===== config.mk =====
export PLATFORM = sky130hd
export DESIGN_NAME = fdr_regulator
export DESIGN_NICKNAME = d
export VERILOG_FILES = /design/src/rtl/fdr_pkg.sv /design/src/rtl/fdr_deadline.sv /design/src/rtl/fdr_smooth.sv /design/src/rtl/fdr_escalate.sv /design/src/rtl/fdr_regulator.sv
export SDC_FILE = /design/constraint.sdc
export NUM_CORES = 2
export LEC_CHECK = 0
export BUFFER_PORTS_ARGS = -buffer_cell sky130_fd_sc_hd__buf_4
export CELL_PAD_IN_SITES_DETAIL_PLACEMENT = 1
export CELL_PAD_IN_SITES_GLOBAL_PLACEMENT = 1
export CORE_MARGIN = 4
export CORE_UTILIZATION = 50
export CTS_CLUSTER_DIAMETER = 100
export DETAILED_ROUTE_END_ITERATION = 12
export GPL_TIMING_DRIVEN = 1
export PLACE_DENSITY = 0.86
export RECOVER_POWER = 25
export SETUP_SLACK_MARGIN = 0.02
export SLEW_MARGIN = 40
export SYNTH_ARGS = -nofsm -noshare
export SYNTH_HDL_FRONTEND = slang
export SYNTH_HIERARCHICAL = 1
export SYNTH_SLANG_ARGS = --single-unit

===== constraint.sdc =====
create_clock -name clk -period 15.1 [get_ports clk]
set_input_delay 1.51 -clock clk [delete_from_list [all_inputs] [get_ports clk]]
set_output_delay 1.51 -clock clk [all_outputs]
set_load 0.005 [all_outputs]

===== src/rtl/fdr_pkg.sv =====
package fdr_pkg;
  typedef enum logic [1:0] {
    FT_I = 2'd0,
    FT_P = 2'd1,
    FT_B = 2'd2,
    FT_X = 2'd3
  } ftype_e;

  localparam logic [7:0] ALPHA_RST = 8'd26;
  localparam logic [8:0] BETA_RST  = 9'd77;
endpackage


===== src/rtl/fdr_deadline.sv =====
module fdr_deadline #(
  parameter int TW     = 32,
  parameter int GW     = 9,
  parameter int PERIOD = 40000
) (
  input  logic                 clk,
  input  logic                 rst_n,
  input  logic                 strobe,
  input  logic [TW-1:0]        done_time,
  input  logic [GW-1:0]        beta,
  output logic signed [TW:0]   err_now,
  output logic signed [TW:0]   err_q,
  output logic [TW-1:0]        req_q
);
  localparam int EW = TW + 1;
  localparam int PW = EW + GW + 1;
  localparam int RW = TW + 2;
  localparam logic [TW-1:0] STEP = TW'(PERIOD);

  function automatic logic signed [EW-1:0] scale_round(
    input logic signed [EW-1:0] e, input logic [GW-1:0] g);
    logic signed [PW-1:0] p;
    p = PW'(e) * $signed({1'b0, g});
    p = p + PW'(128);
    return EW'(p >>> 8);
  endfunction

  logic [TW-1:0]        slot_q;
  logic [TW-1:0]        slot_next;
  logic signed [EW-1:0] corr;
  logic signed [RW-1:0] cand;
  logic signed [RW-1:0] now_s;
  logic                 clamp_hit;
  logic [TW-1:0]        req_next;

  always_comb begin
    err_now   = $signed({1'b0, done_time}) - $signed({1'b0, slot_q});
    slot_next = slot_q + STEP;
    corr      = scale_round(err_now, beta);
    cand      = $signed({2'b00, slot_next}) + RW'(corr);
    now_s     = $signed({2'b00, done_time});
    clamp_hit = cand < now_s;
    req_next  = clamp_hit ? done_time : cand[TW-1:0];
  end

  always_ff @(posedge clk) begin
    if (!rst_n) begin
      slot_q <= STEP;
      req_q  <= '0;
      err_q  <= '0;
    end else if (strobe) begin
      slot_q <= slot_next;
      req_q  <= req_next;
      err_q  <= err_now;
    end
  end

  p_not_before_now_r4: assert property (@(posedge clk) disable iff (!rst_n)
    strobe |=> req_q >= $past(done_time));

  p_hold_r8: assert property (@(posedge clk) disable iff (!rst_n)
    !strobe |=> ($stable(req_q) && $stable(err_q)));

  p_err_sampled_r2: assert property (@(posedge clk) disable iff (!rst_n)
    strobe |=> err_q == $past(err_now));
endmodule


===== src/rtl/fdr_smooth.sv =====
module fdr_smooth #(
  parameter int LW = 24,
  parameter int AW = 8
) (
  input  logic          clk,
  input  logic          rst_n,
  input  logic          strobe,
  input  logic [LW-1:0] meas,
  input  logic [AW-1:0] alpha,
  output logic [LW-1:0] est_q
);
  localparam int AccW = LW + AW + 1;
  typedef logic [AccW-1:0] acc_t;
  localparam acc_t ONE  = acc_t'(1) << AW;
  localparam acc_t HALF = acc_t'(1) << (AW - 1);

  function automatic logic [LW-1:0] blend(
    input logic [LW-1:0] prev, input logic [LW-1:0] m, input logic [AW-1:0] a);
    acc_t acc;
    acc = acc_t'(prev) * acc_t'(a) + acc_t'(m) * (ONE - acc_t'(a)) + HALF;
    return acc[AW +: LW];
  endfunction

  logic [LW-1:0] est_next;

  always_comb est_next = blend(est_q, meas, alpha);

  always_ff @(posedge clk) begin
    if (!rst_n)      est_q <= '0;
    else if (strobe) est_q <= est_next;
  end

  p_bypass_r6: assert property (@(posedge clk) disable iff (!rst_n)
    (strobe && alpha == '0) |=> est_q == $past(meas));

  p_hold_r8: assert property (@(posedge clk) disable iff (!rst_n)
    !strobe |=> $stable(est_q));
endmodule


===== src/rtl/fdr_escalate.sv =====
module fdr_escalate #(
  parameter int EW     = 33,
  parameter int PERIOD = 40000
) (
  input  logic                 clk,
  input  logic                 rst_n,
  input  logic                 strobe,
  input  logic signed [EW-1:0] err_now,
  input  logic [1:0]           occ,
  input  logic [1:0]           ftype,
  output logic                 trunc_q,
  output logic                 nopf_q,
  output logic                 skip_q
);
  import fdr_pkg::*;

  localparam logic signed [EW-1:0] LIM_PB = EW'(PERIOD);
  localparam logic signed [EW-1:0] LIM_I  = EW'(2 * PERIOD);

  logic is_i, late, trunc_n, nopf_n, skip_n;

  always_comb begin
    is_i    = ftype == FT_I;
    late    = err_now > 0;
    trunc_n = late && !is_i;
    nopf_n  = late && (occ >= 2'd2);
    skip_n  = (occ == 2'd3) && (is_i ? (err_now > LIM_I) : (err_now > LIM_PB));
  end

  always_ff @(posedge clk) begin
    if (!rst_n) begin
      trunc_q <= 1'b0;
      nopf_q  <= 1'b0;
      skip_q  <= 1'b0;
    end else if (strobe) begin
      trunc_q <= trunc_n;
      nopf_q  <= nopf_n;
      skip_q  <= skip_n;
    end
  end

  p_skip_after_filter_r11: assert property (@(posedge clk) disable iff (!rst_n)
    skip_q |-> nopf_q);

  p_i_keeps_layers_r9: assert property (@(posedge clk) disable iff (!rst_n)
    (strobe && ftype == FT_I) |=> !trunc_q);

  p_pb_skip_after_trunc_r11: assert property (@(posedge clk) disable iff (!rst_n)
    (strobe && ftype != FT_I) |=> (!skip_q || trunc_q));

  p_skip_full_buffer_r11: assert property (@(posedge clk) disable iff (!rst_n)
    (strobe && occ != 2'd3) |=> !skip_q);
endmodule


===== src/rtl/fdr_regulator.sv =====
module fdr_regulator #(
  parameter int TW        = 32,
  parameter int LW        = 24,
  parameter int AW        = 8,
  parameter int PERIOD_US = 40000
) (
  input  logic                clk,
  input  logic                rst_n,
  input  logic                gain_wr,
  input  logic [AW-1:0]       alpha_in,
  input  logic [AW:0]         beta_in,
  input  logic                frame_done,
  input  logic [TW-1:0]       done_time,
  input  logic [LW-1:0]       meas_load,
  input  logic [1:0]          buf_occ,
  input  logic [1:0]          frame_type,
  output logic [TW-1:0]       req_deadline,
  output logic [LW-1:0]       load_est,
  output logic signed [TW:0]  dl_error,
  output logic                out_valid,
  output logic                trunc_layers,
  output logic                drop_filter,
  output logic                skip_frame
);
  import fdr_pkg::*;

  localparam int GW = AW + 1;
  localparam logic [GW-1:0] BETA_MAX = GW'(1) << AW;

  logic [AW-1:0]     alpha_q;
  logic [GW-1:0]     beta_q;
  logic [GW-1:0]     beta_wr_val;
  logic signed [TW:0] err_now;

  always_comb begin
    if (beta_in == '0)           beta_wr_val = GW'(1);
    else if (beta_in > BETA_MAX) beta_wr_val = BETA_MAX;
    else                         beta_wr_val = beta_in;
  end

  always_ff @(posedge clk) begin
    if (!rst_n) begin
      alpha_q <= AW'(ALPHA_RST);
      beta_q  <= GW'(BETA_RST);
    end else if (gain_wr) begin
      alpha_q <= alpha_in;
      beta_q  <= beta_wr_val;
    end
  end

  always_ff @(posedge clk) begin
    if (!rst_n)          out_valid <= 1'b0;
    else if (frame_done) out_valid <= 1'b1;
  end

  fdr_deadline #(.TW(TW), .GW(GW), .PERIOD(PERIOD_US)) u_deadline (
    .clk(clk), .rst_n(rst_n), .strobe(frame_done), .done_time(done_time),
    .beta(beta_q), .err_now(err_now), .err_q(dl_error), .req_q(req_deadline)
  );

  fdr_smooth #(.LW(LW), .AW(AW)) u_smooth (
    .clk(clk), .rst_n(rst_n), .strobe(frame_done), .meas(meas_load),
    .alpha(alpha_q), .est_q(load_est)
  );

  fdr_escalate #(.EW(TW + 1), .PERIOD(PERIOD_US)) u_escalate (
    .clk(clk), .rst_n(rst_n), .strobe(frame_done), .err_now(err_now),
    .occ(buf_occ), .ftype(frame_type), .trunc_q(trunc_layers),
    .nopf_q(drop_filter), .skip_q(skip_frame)
  );

  p_beta_range_r7: assert property (@(posedge clk) disable iff (!rst_n)
    (beta_q != '0) && (beta_q <= BETA_MAX));

  p_valid_sticky_r8: assert property (@(posedge clk) disable iff (!rst_n)
    out_valid |=> out_valid);

  p_valid_rise_r8: assert property (@(posedge clk) disable iff (!rst_n)
    $rose(out_valid) |-> $past(frame_done));

  p_gain_old_r7: assert property (@(posedge clk) disable iff (!rst_n)
    !gain_wr |=> ($stable(alpha_q) && $stable(beta_q)));
endmodule


==> run metrics <==
P&R area growth vs syn 8.01%; die area 0.0703 mm2; most frequent cells in the layout inv_1 (832), fa_1 (576), nand2_1 (520), ha_1 (324), and2_1 (287); Critical Path Source Type input pin; DRC viols 0; sequential fraction of the synthesis area 8.24%; Inst Count DP 4,790; CP Max Fanout 30; Tmin final 14,340 ps; min-delay worst type flop to flop; Yosys reg bits 136; Met1 Wirelength 44.0 mm; clock latency on the worst-skew pair 490 ps; Highest Clock Rate 69.8 MHz; Port Buffers 173; RePlAce Congestion 0.918; Post-Synthesis Cells 3,912; global-route wire length before repair 173 mm; Layout Cells excl Fill 4,824; Tcrit/Tclk final 94.9%; share of cells above drive strength 1 7.51%; Avg Cell Area, Syn 8.45 um2; commonest non-fill, non-tap cell in the layout inv_1; Avg WL per Cell 22.8 um; status finished, violations left; Slowest Stage Delay on Critical Path 670 ps; Root Buffer clkbuf_16; syn_nets 4,894; std cell rows 93; Die Ht 265 um; routed vias 27,979; RSZ-0062 raised after global routing false; Nets 4,937; TritonCTS clock tree done; Final setup viols 0; fillers 7,785; initial core utilization 50.9%; WP data arrival 14,670 ps; DR WL met3 6.57 mm; vias in the first global route 31,820; number of synthesized flops with an enable pin 0; hold depth 1; final instance area 0.0357 mm2; Placement Cell Area 0.0351 mm2; Top FF cell, synth dfxtp_1; cts hold-fix bufs 0; largest net degree at the start of global routing 95; required time of the critical path 15,430 ps; final WL 110 mm; maximum clock path buffer count 2; critical path class input pin to flop; MaxCap Viol Count 1; Worst Setup End Kind flop; violated checks max-capacitance violations, max-slew violations; Cell Area, Synth 0.0330 mm2; Reg clk slew, reported paths 80 ps; Top-Level Pins 174; max layer used met5; Worst slew margin -60.4%; Num CTS Buffers 17; initial antenna violation count 5; clk sink count 136; ys async rst share 0%; most used cell, CP fa_1; Core Util, Final 55.0%; Reg2Reg Depth 50; CTS H-tree lvls 4; Fin Setup TNS 0 ps; synth warn 6; initial DRC count 1,895; post-CTS setup buffers 0; GRT overflow 0; met2 WL post-DR 55.0 mm; first-pass iteration count of the detailed router 7; DP Wirelength 89.1 mm; Final Hold Fails 0; GRT Util Overall 31.1%; DIE WIDTH 265 um; core region area 0.0649 mm2; CP max-delay cell or4b_2; Vias/cell 5.80; synth unique cells 93; Worst-Margin Slew 2410 ps; Routed Antenna Nets 0; max-slew violations 50; Fin Clk Skew 15.2 ps
cells in the mapped netlist, types with 7 or more instances:
library cell	n	area share, %
and2_1	287	5.4
fa_1	576	35
a21boi_0	14	0.32
o21bai_1	8	0.18
nor2b_1	42	0.80
o21ai_1	11	0.17
xor2_1	32	0.85
nor3_1	21	0.32
buf_1	26	0.30
o21a_1	19	0.43
a21o_1	29	0.66
o31ai_1	29	0.66
a21oi_1	98	1.5
inv_1	833	9.5
buf_2	9	0.14
nand3b_1	7	0.16
nand2_1	520	5.9
or3_1	8	0.15
and3_1	27	0.51
o211ai_1	20	0.45
a31oi_1	42	0.80
nand3_1	55	0.83
buf_4	11	0.25
o21ai_0	83	1.3
o2111ai_1	9	0.24
ha_1	325	12
clkbuf_1	152	1.7
nor4_1	17	0.32
mux2i_1	49	1.5
nand4_1	51	0.97
xnor2_1	121	3.2
and4_1	8	0.21
nor2_1	105	1.2
dfxtp_1	136	8.2
a211oi_1	10	0.23
a31o_2	7	0.19
nand2b_1	12	0.23
cells by family (layout without fill, tap and decap cells):
| logic type | count (synthesis) | after routing | synth area share, % |
|---|---|---|---|
| flip-flops | 136 | 136 | 8.24 |
| AO/OA/AOI/OAI | 449 | 449 | 9.19 |
| adder cells (fa/ha/maj) | 901 | 901 | 47.2 |
| AND/OR/NAND/NOR | 1187 | 1187 | 17.8 |
| XOR/XNOR | 153 | 153 | 4.05 |
| buffers and inverters | 1035 | 1091 | 12.0 |
| multiplexers | 51 | 51 | 1.56 |
| other | 0 | 1 | 0 |
timing repair:
action | in CTS | in global routing
endpoints found under the setup margin | 0 | 32
endpoints found under the hold margin | 0 | 0
gates resized for setup | 0 | 2
final cells by class:
cell class | count | area (um2) | share of cell area, %
flip-flops and latches | 136 | 2730 | 7.63
diodes | 1 | 2.50 | 0.00701
repair buffers | 226 | 1660 | 4.65
inverters | 833 | 3130 | 8.76
well taps | 855 | 1070 | 3.00
clock inverters | 15 | 201 | 0.564
multi-input cells | 2741 | 26500 | 74.2
clock buffers | 17 | 425 | 1.19
through the flow:
stage	setup slack, ps	hold slack [ps]
detailed placement	548	475
global placement	1000	458
CTS	958	494
global route	72.5	519
floorplan	2320	434
finish	764	488
flip-flops by register name, indices dropped and copies added, names as in the netlist:
name	cells
u_deadline/req_q	32
u_deadline/err_q	33
out_valid	1
u_smooth/est_q	24
u_escalate/nopf_q	1
u_escalate/trunc_q	1
u_deadline/slot_q	26
beta_q	9
alpha_q	8
u_escalate/skip_q	1
critical path: cells and delay by family:
family,cells,cell delay [ps]
compound gates,18,3930
xor+xnor,2,370
fa+ha+maj,9,3890
simple gates,15,3820
mux,1,570
buf+inv,5,550
final timing paths:
path                                            from                   to  slack [ps]
worst max-delay path                    done_time[7]  u_deadline/req_q[7]         760
worst min-delay path             u_deadline/err_q[6]  u_deadline/err_q[6]         490
worst max register to register  u_deadline/slot_q[7]  u_deadline/req_q[7]        1370
worst min register to register   u_deadline/err_q[6]  u_deadline/err_q[6]         490
layer usage:
metal | global-route usage [%] | vias up
met1 | 38.2 | 14435
met2 | 54.7 | 1026
met3 | 5.23 | 296
li1 | - | 12214
met4 | 12.5 | 8
met5 | 0 | -
Power is left out: the tool's default activity adds up to more than one toggle a clock period on the data nets, which glitch-free logic cannot reach.
